## config.mk

```make
export PLATFORM = sky130hd
export DESIGN_NAME = dsi_cmd_tx
export DESIGN_NICKNAME = d
export VERILOG_FILES = /design/src/rtl/dsi_tx_pkg.sv /design/src/rtl/dsi_tx_regs.sv /design/src/rtl/dsi_tx_serializer.sv /design/src/rtl/dsi_cmd_tx.sv
export SDC_FILE = /design/constraint.sdc
export NUM_CORES = 1
export LEC_CHECK = 0
export BUFFER_PORTS_ARGS = -buffer_cell sky130_fd_sc_hd__buf_2
export CAP_MARGIN = 20
export CORE_MARGIN = 2
export CORE_UTILIZATION = 53
export DETAILED_ROUTE_END_ITERATION = 8
export PLACE_DENSITY_LB_ADDON = 0.15
export SLEW_MARGIN = 20
export SYNTH_ARGS = -nofsm -noshare
export SYNTH_HDL_FRONTEND = slang
export SYNTH_HIERARCHICAL = 1
export SYNTH_SLANG_ARGS = --single-unit
```

## constraint.sdc

```tcl
create_clock -name clk -period 7.64 [get_ports clk]
set_input_delay 1.91 -clock clk [delete_from_list [all_inputs] [get_ports clk]]
set_output_delay 1.91 -clock clk [all_outputs]
set_load 0.01 [all_outputs]
```

## src/rtl/dsi_tx_pkg.sv

```systemverilog
package dsi_tx_pkg;
    parameter int BYTE_W        = 8;
    parameter int WORD_W        = 32;
    parameter int PAYLOAD_WORDS = 4;
    parameter int HDR_BYTES     = 4;
    parameter int ADDR_W        = 4;

    localparam int PAYLOAD_BYTES = PAYLOAD_WORDS * (WORD_W / BYTE_W);
    localparam int IDX_W         = $clog2(HDR_BYTES + PAYLOAD_BYTES + 1);
    localparam int WSEL_W        = $clog2(PAYLOAD_WORDS);

    localparam logic [ADDR_W-1:0] A_CTRL   = ADDR_W'(0);
    localparam logic [ADDR_W-1:0] A_STATUS = ADDR_W'(1);
    localparam logic [ADDR_W-1:0] A_MODE   = ADDR_W'(2);
    localparam logic [ADDR_W-1:0] A_IRQEN  = ADDR_W'(3);
    localparam logic [ADDR_W-1:0] A_HDR    = ADDR_W'(4);
    localparam logic [ADDR_W-1:0] A_PL0    = ADDR_W'(5);

    typedef struct packed {
        logic        is_long;
        logic [7:0]  b2;
        logic [7:0]  b1;
        logic [1:0]  vc;
        logic [5:0]  dt;
    } hdr_t;

    localparam int HDR_W = $bits(hdr_t);

    typedef enum logic [1:0] {ST_IDLE, ST_SEND, ST_TURN} tx_state_t;

    typedef logic [PAYLOAD_WORDS-1:0][WORD_W-1:0] payload_t;

    function automatic logic [IDX_W-1:0] payload_len(hdr_t h);
        logic [15:0] wc;
        wc = {h.b2, h.b1};
        if (!h.is_long)
            return '0;
        else if (wc > 16'(PAYLOAD_BYTES))
            return IDX_W'(PAYLOAD_BYTES);
        else
            return wc[IDX_W-1:0];
    endfunction
endpackage

```

## src/rtl/dsi_tx_regs.sv

```systemverilog
module dsi_tx_regs
    import dsi_tx_pkg::*;
(
    input  logic              clk,
    input  logic              rst,
    input  logic              reg_wr,
    input  logic [ADDR_W-1:0] reg_addr,
    input  logic [WORD_W-1:0] reg_wdata,
    output logic [WORD_W-1:0] reg_rdata,
    input  logic              busy,
    input  logic              done_set,
    output logic              start_plain,
    output logic              start_turn,
    output hdr_t              hdr,
    output payload_t          payload,
    output logic              lp_mode,
    output logic              irq
);
    logic done_q, irq_en_q;

    wire ctrl_wr = reg_wr && (reg_addr == A_CTRL);
    assign start_turn  = ctrl_wr && reg_wdata[1];
    assign start_plain = ctrl_wr && reg_wdata[0] && !reg_wdata[1];

    always_ff @(posedge clk) begin
        if (rst) begin
            hdr      <= '0;
            lp_mode  <= 1'b0;
            irq_en_q <= 1'b0;
            done_q   <= 1'b0;
        end else begin
            if (reg_wr && reg_addr == A_HDR)   hdr      <= hdr_t'(reg_wdata[HDR_W-1:0]);
            if (reg_wr && reg_addr == A_MODE)  lp_mode  <= reg_wdata[0];
            if (reg_wr && reg_addr == A_IRQEN) irq_en_q <= reg_wdata[0];
            if (done_set)
                done_q <= 1'b1;
            else if (reg_wr && reg_addr == A_STATUS && reg_wdata[0])
                done_q <= 1'b0;
        end
    end

    for (genvar g = 0; g < PAYLOAD_WORDS; g++) begin : g_pl
        always_ff @(posedge clk) begin
            if (rst)
                payload[g] <= '0;
            else if (reg_wr && reg_addr == A_PL0 + ADDR_W'(g))
                payload[g] <= reg_wdata;
        end
    end

    always_comb begin
        reg_rdata = '0;
        if (reg_addr == A_STATUS)     reg_rdata[1:0] = {busy, done_q};
        else if (reg_addr == A_MODE)  reg_rdata[0]   = lp_mode;
        else if (reg_addr == A_IRQEN) reg_rdata[0]   = irq_en_q;
        else if (reg_addr == A_HDR)   reg_rdata[HDR_W-1:0] = hdr;
        else if (reg_addr >= A_PL0 && reg_addr < A_PL0 + ADDR_W'(PAYLOAD_WORDS))
            reg_rdata = payload[WSEL_W'(reg_addr - A_PL0)];
    end

    assign irq = done_q && irq_en_q;

    // completion clears only on a write of one to status bit 0
    a_r8_done_w1c: assert property (@(posedge clk) disable iff (rst)
        $fell(done_q) |-> $past(reg_wr && reg_addr == A_STATUS && reg_wdata[0]));
    // a completion set request always leaves the flag high
    a_r8_set_wins: assert property (@(posedge clk) disable iff (rst)
        done_set |=> done_q);
endmodule

```

## src/rtl/dsi_tx_serializer.sv

```systemverilog
module dsi_tx_serializer
    import dsi_tx_pkg::*;
(
    input  logic              clk,
    input  logic              rst,
    input  logic              start_plain,
    input  logic              start_turn,
    input  hdr_t              hdr,
    input  payload_t          payload,
    input  logic              lp_mode,
    output logic [BYTE_W-1:0] lane_data,
    output logic              lane_valid,
    input  logic              lane_ready,
    output logic              lane_last,
    output logic              lane_lp,
    output logic              turn_req,
    output logic              busy,
    output logic              done_set
);
    tx_state_t        state;
    hdr_t             hdr_q;
    logic             turn_q;
    logic [IDX_W-1:0] idx, total_q;
    logic [IDX_W-1:0] pidx;

    wire accept = lane_valid && lane_ready;

    assign lane_valid = (state == ST_SEND);
    assign lane_last  = lane_valid && (idx + IDX_W'(1) == total_q);
    assign turn_req   = (state == ST_TURN);
    assign busy       = (state != ST_IDLE);
    assign done_set   = accept && lane_last && !turn_q;
    assign pidx       = idx - IDX_W'(HDR_BYTES);

    always_comb begin
        if (idx < IDX_W'(HDR_BYTES)) begin
            case (idx[1:0])
                2'd0:    lane_data = {hdr_q.vc, hdr_q.dt};
                2'd1:    lane_data = hdr_q.b1;
                2'd2:    lane_data = hdr_q.b2;
                default: lane_data = '0;
            endcase
        end else begin
            lane_data = payload[pidx[2 +: WSEL_W]][{pidx[1:0], 3'b000} +: BYTE_W];
        end
    end

    always_ff @(posedge clk) begin
        if (rst) begin
            state   <= ST_IDLE;
            hdr_q   <= '0;
            turn_q  <= 1'b0;
            idx     <= '0;
            total_q <= '0;
            lane_lp <= 1'b0;
        end else begin
            case (state)
                ST_IDLE: if (start_plain || start_turn) begin
                    state   <= ST_SEND;
                    hdr_q   <= hdr;
                    turn_q  <= start_turn;
                    lane_lp <= lp_mode;
                    idx     <= '0;
                    total_q <= IDX_W'(HDR_BYTES) + payload_len(hdr);
                end
                ST_SEND: if (accept) begin
                    if (lane_last) state <= turn_q ? ST_TURN : ST_IDLE;
                    else           idx   <= idx + IDX_W'(1);
                end
                default: state <= ST_IDLE;
            endcase
        end
    end

    // a stalled byte keeps its data and last marker
    a_r5_hold_stall: assert property (@(posedge clk) disable iff (rst)
        lane_valid && !lane_ready |=> lane_valid && $stable(lane_data) && $stable(lane_last));
    // turnaround request is a single-cycle pulse
    a_r7_turn_pulse: assert property (@(posedge clk) disable iff (rst)
        turn_req |=> !turn_req);
    // a start request during a stalled transfer does not restart it
    a_r10_busy_ignore: assert property (@(posedge clk) disable iff (rst)
        lane_valid && !lane_ready && (start_plain || start_turn) |=> $stable(idx) && $stable(total_q));
    // the byte index never passes the longest packet
    a_r4_len_bound: assert property (@(posedge clk) disable iff (rst)
        lane_valid |-> idx < IDX_W'(HDR_BYTES + PAYLOAD_BYTES));
endmodule

```

## src/rtl/dsi_cmd_tx.sv

```systemverilog
module dsi_cmd_tx
    import dsi_tx_pkg::*;
(
    input  logic              clk,
    input  logic              rst,
    input  logic              reg_wr,
    input  logic [ADDR_W-1:0] reg_addr,
    input  logic [WORD_W-1:0] reg_wdata,
    output logic [WORD_W-1:0] reg_rdata,
    output logic [BYTE_W-1:0] lane_data,
    output logic              lane_valid,
    input  logic              lane_ready,
    output logic              lane_last,
    output logic              lane_lp,
    output logic              turn_req,
    output logic              irq
);
    logic     start_plain, start_turn, busy, done_set, lp_mode;
    hdr_t     hdr;
    payload_t payload;

    dsi_tx_regs u_regs (
        .clk(clk), .rst(rst), .reg_wr(reg_wr), .reg_addr(reg_addr),
        .reg_wdata(reg_wdata), .reg_rdata(reg_rdata), .busy(busy),
        .done_set(done_set), .start_plain(start_plain), .start_turn(start_turn),
        .hdr(hdr), .payload(payload), .lp_mode(lp_mode), .irq(irq)
    );

    dsi_tx_serializer u_ser (
        .clk(clk), .rst(rst), .start_plain(start_plain), .start_turn(start_turn),
        .hdr(hdr), .payload(payload), .lp_mode(lp_mode), .lane_data(lane_data),
        .lane_valid(lane_valid), .lane_ready(lane_ready), .lane_last(lane_last),
        .lane_lp(lane_lp), .turn_req(turn_req), .busy(busy), .done_set(done_set)
    );

    // interrupt rises only after a final byte was accepted
    a_r8_irq_after_last: assert property (@(posedge clk) disable iff (rst)
        $rose(irq) |-> $past(lane_valid && lane_ready && lane_last)
                      || $past(reg_wr && reg_addr == A_IRQEN));
    // the turnaround pulse follows acceptance of a final byte
    a_r7_turn_after_last: assert property (@(posedge clk) disable iff (rst)
        $rose(turn_req) |-> $past(lane_valid && lane_ready && lane_last));
endmodule

```

==> qor.txt <==
Layout Cells excl Fill: 1457
peak per-stage delay on the critical path: 800 ps
largest family of logic cells by synthesized area: simple AND/OR/NAND/NOR gates
Post-DP HPWL: 18100 µm
post-synthesis cell count: 1187
worst skew pair latency: 440 ps
TritonCTS clock tree: done
HP Class: reg -> reg
Post-Synth Simple-Gate Area: 19.8%
largest net degree at the start of global routing: 118
Site Rows: 49
die footprint: 19800 µm²
run status: finished, final reports clean
min Tclk post-route: 5710 ps
Cell variety after synth: 60
core area: 18100 µm²
crit-path max FO: 32
worst r2r src: u_ser/idx[0]$_SDFFE_PP0P_
clk slew on worst S/H paths: 70 ps
first-pass GRT wire length: 46700 µm
layout cells sized above 1: 17.9%
Static Leak: 3.73 nW
buffers inserted by post-CTS timing repair: 0
vias in the first global route: 8292
CP required: 5730 ps
IO Count: 85
Setup crit end kind: primary output
maxcap violations: 0
Vias: 8867
Routed Antenna Nets: 0
global route overflow: 0
R2R cell count: 9
starting density of the core: 54.5%
peak supply drop: 0.135 mV
multi-input logic area: 5340 µm²
Tcrit/Tclk final: 74.7%
RSZ-0062 raised after global routing: no
Via-to-Cell Ratio: 6.09
worst r2r dst: u_regs/done_q$_SDFFE_PP0P_
CTS buffer count: 17
most frequent cells in the layout: nand2_1 (392), dfxtp_1 (193), a21oi_1 (191)
synthesized net count: 1238
Hold Violations, Final: 0
CTS resizes: 0
Syn Area/Cell: 8.33 µm²
Slowest-stage cell, CP: a31oi_4
Setup TNS: 0 ps
Crit Path Class: in -> out
yosys warns: 6
Sink Count: 194
WL/cell: 20.6 µm
register area share after synthesis: 39.3%
Synth Area in Compound Gates: 16.1%
die height: 141 µm
CTS Hold Buffers Added: 0
CP Depth: 8
Nets: 1267
CP cell instances: buf_2, inv_1, ha_1, nand2b_1, a31oi_4, nand2b_1, a22oi_1, buf_2
min-delay src: u_ser/lane_lp$_SDFFE_PP0P_
R2R setup slack: 4530 ps
GPL Wtd Cong: 0.866
Synth Register Bits: 194
Area Growth Syn to Fin: 9.25%
Final Power: 0.00208 W
DRT iter0 DRCs: 902
Final Slew Violations: 0
Finished Cell Area: 10800 µm²
Bufs and invs on worst path: 3
Die Span X: 141 µm
Post-Place Cells: 1426
multiplexer share of the synthesized area: 15.6%
fraction of synthesized cell area in xor and xnor cells: 0.848%
fill count: 1647
DR DRC count: 0
worst hold slack: 456 ps
DRT Wirelength: 29900 µm
Placed Area: 10200 µm²
Slew HR: 32.2%
Post-Syn Area: 9890 µm²
adder-cell share of the synthesized area: 1.39%
Setup Viol. Count Final: 0
Storage cell area: 3890 µm²
H-tree depth: 4
Max Clock Skew: 9.18 ps
Power Dens Cells: 192 nW/µm²
initial antenna violation count: 0
Worst setup SP type: input port
Root Driver: clkbuf_16
Max Root-Sink Buffers: 2
max frequency: 175 MHz
first-pass detailed-route iteration total: 5
Slew @ Worst Pin: 1020 ps
most common cell after layout, fill and taps aside: nand2_1
Worst Hold Depth: 2
Port Buf Inserts: 84
GRT Overall Usage: 30.4%
Antenna Cells: 0
Arr. time, crit path: 3800 ps
CP top delay family: compound AO/OA/AOI/OAI gates
hold endpoint: u_ser/lane_lp$_SDFFE_PP0P_
[report_power, final]
part           switching, W  internal [W]  total, W
Combinational     0.0000875     0.0000409  0.000128
Sequential       0.00000896       0.00102   0.00103
Clock              0.000409      0.000510  0.000919
[how the worst max path moves through the flow]
stage / start / end / slack [ps]
2_1_floorplan: reg_addr[0] / reg_rdata[16] / 2100
3_3_place_gp: reg_addr[1] / reg_rdata[0] / 1960
3_5_place_dp: reg_addr[1] / reg_rdata[23] / 1900
4_1_cts: reg_addr[1] / reg_rdata[23] / 1900
5_1_grt: reg_addr[1] / reg_rdata[17] / 1730
6_report: reg_addr[1] / reg_rdata[0] / 1930
[stage by stage]
| step | setup slack (ps) | utilization (%) |
|---|---|---|
| after floorplan | 2100 | - |
| after global placement | 1960 | 56.3 |
| after detailed placement | 1900 | 56.3 |
| after CTS | 1900 | 59.5 |
| after global routing | 1730 | 59.5 |
| final | 1930 | 59.5 |
[registers in the layout, indices dropped and copies added (netlist names)]
| name | flops |
|---|---|
| u_regs/done_q | 1 |
| u_regs/hdr | 25 |
| u_regs/irq_en_q | 1 |
| u_regs/lp_mode | 1 |
| u_regs/payload | 128 |
| u_ser/hdr_q | 24 |
| u_ser/idx | 5 |
| u_ser/lane_lp | 1 |
| u_ser/state | 2 |
| u_ser/total_q | 5 |
| u_ser/turn_q | 1 |
[worst reg2reg max path: stages (launching register included)]
cell and delay [ps]:
dfxtp_1 770, clkinv_1 560, buf_4 370, ha_1 380, xnor2_1 150, and3_1 270
o211ai_4 160, nor4_1 240, a21oi_1 70, nor2_1 90
[area by class of cell]
| cell class | instances | share of cell area (%) |
|---|---|---|
| timing repair buffer | 104 | 5.34 |
| multi-input combinational | 865 | 49.4 |
| tap | 229 | 2.65 |
| sequential | 194 | 36.0 |
| clock inverter | 11 | 1.15 |
| clock buffer | 20 | 4.32 |
| inverter | 34 | 1.18 |
[per-layer routing]
layer	wire length (µm)	part of all wire [%]	GRT usage (%)
met2	13900	46	47.8
met4	879	2.9	11.8
met3	2580	8.6	4.99
met1	12600	42	42.4
met5	0	0	0
[cell usage after synthesis, drive strengths merged]
library cell,number,area (µm²)
nand2,392,1470
a21oi,195,991
dfxtp,194,3880
buf,61,438
mux4,48,1080
o21ai,48,244
clkbuf,33,126
inv,33,124
mux2i,27,270
mux2,17,191
nand3,15,75.1
nor2,15,56.3
ha,11,138
nor2b,10,70.1
o22ai,9,56.3
or3,9,56.3
a222oi,8,80.1
o221ai,8,70.1
and3,6,42.5
a211oi,4,35.0
a31oi,4,31.3
and2,4,25.0
xor2,4,35.0
nand4,3,18.8
nor3b,3,27.5
or4,3,27.5
xnor2,3,26.3
nand2b,2,12.5
nor4,2,18.8
nor4b,2,23.8
o31ai,2,15.0
o41ai,2,25.0
a221o,1,10.0
a22oi,1,7.51
and3b,1,8.76
clkinv,1,3.75
nand4b,1,8.76
nor3,1,5.00
o211a,1,10.0
o211ai,1,21.3
or2,1,6.26
xnor3,1,22.5
[logic make-up after synthesis]
family / after synthesis
AOI/OAI and AO/OA: 284
buffers and inverters: 128
and+or+nand+nor: 470
adders and majority gates: 11
muxes: 92
xor gates and xnor gates: 8
DFF: 194
(Power assumes the default switching activity.)
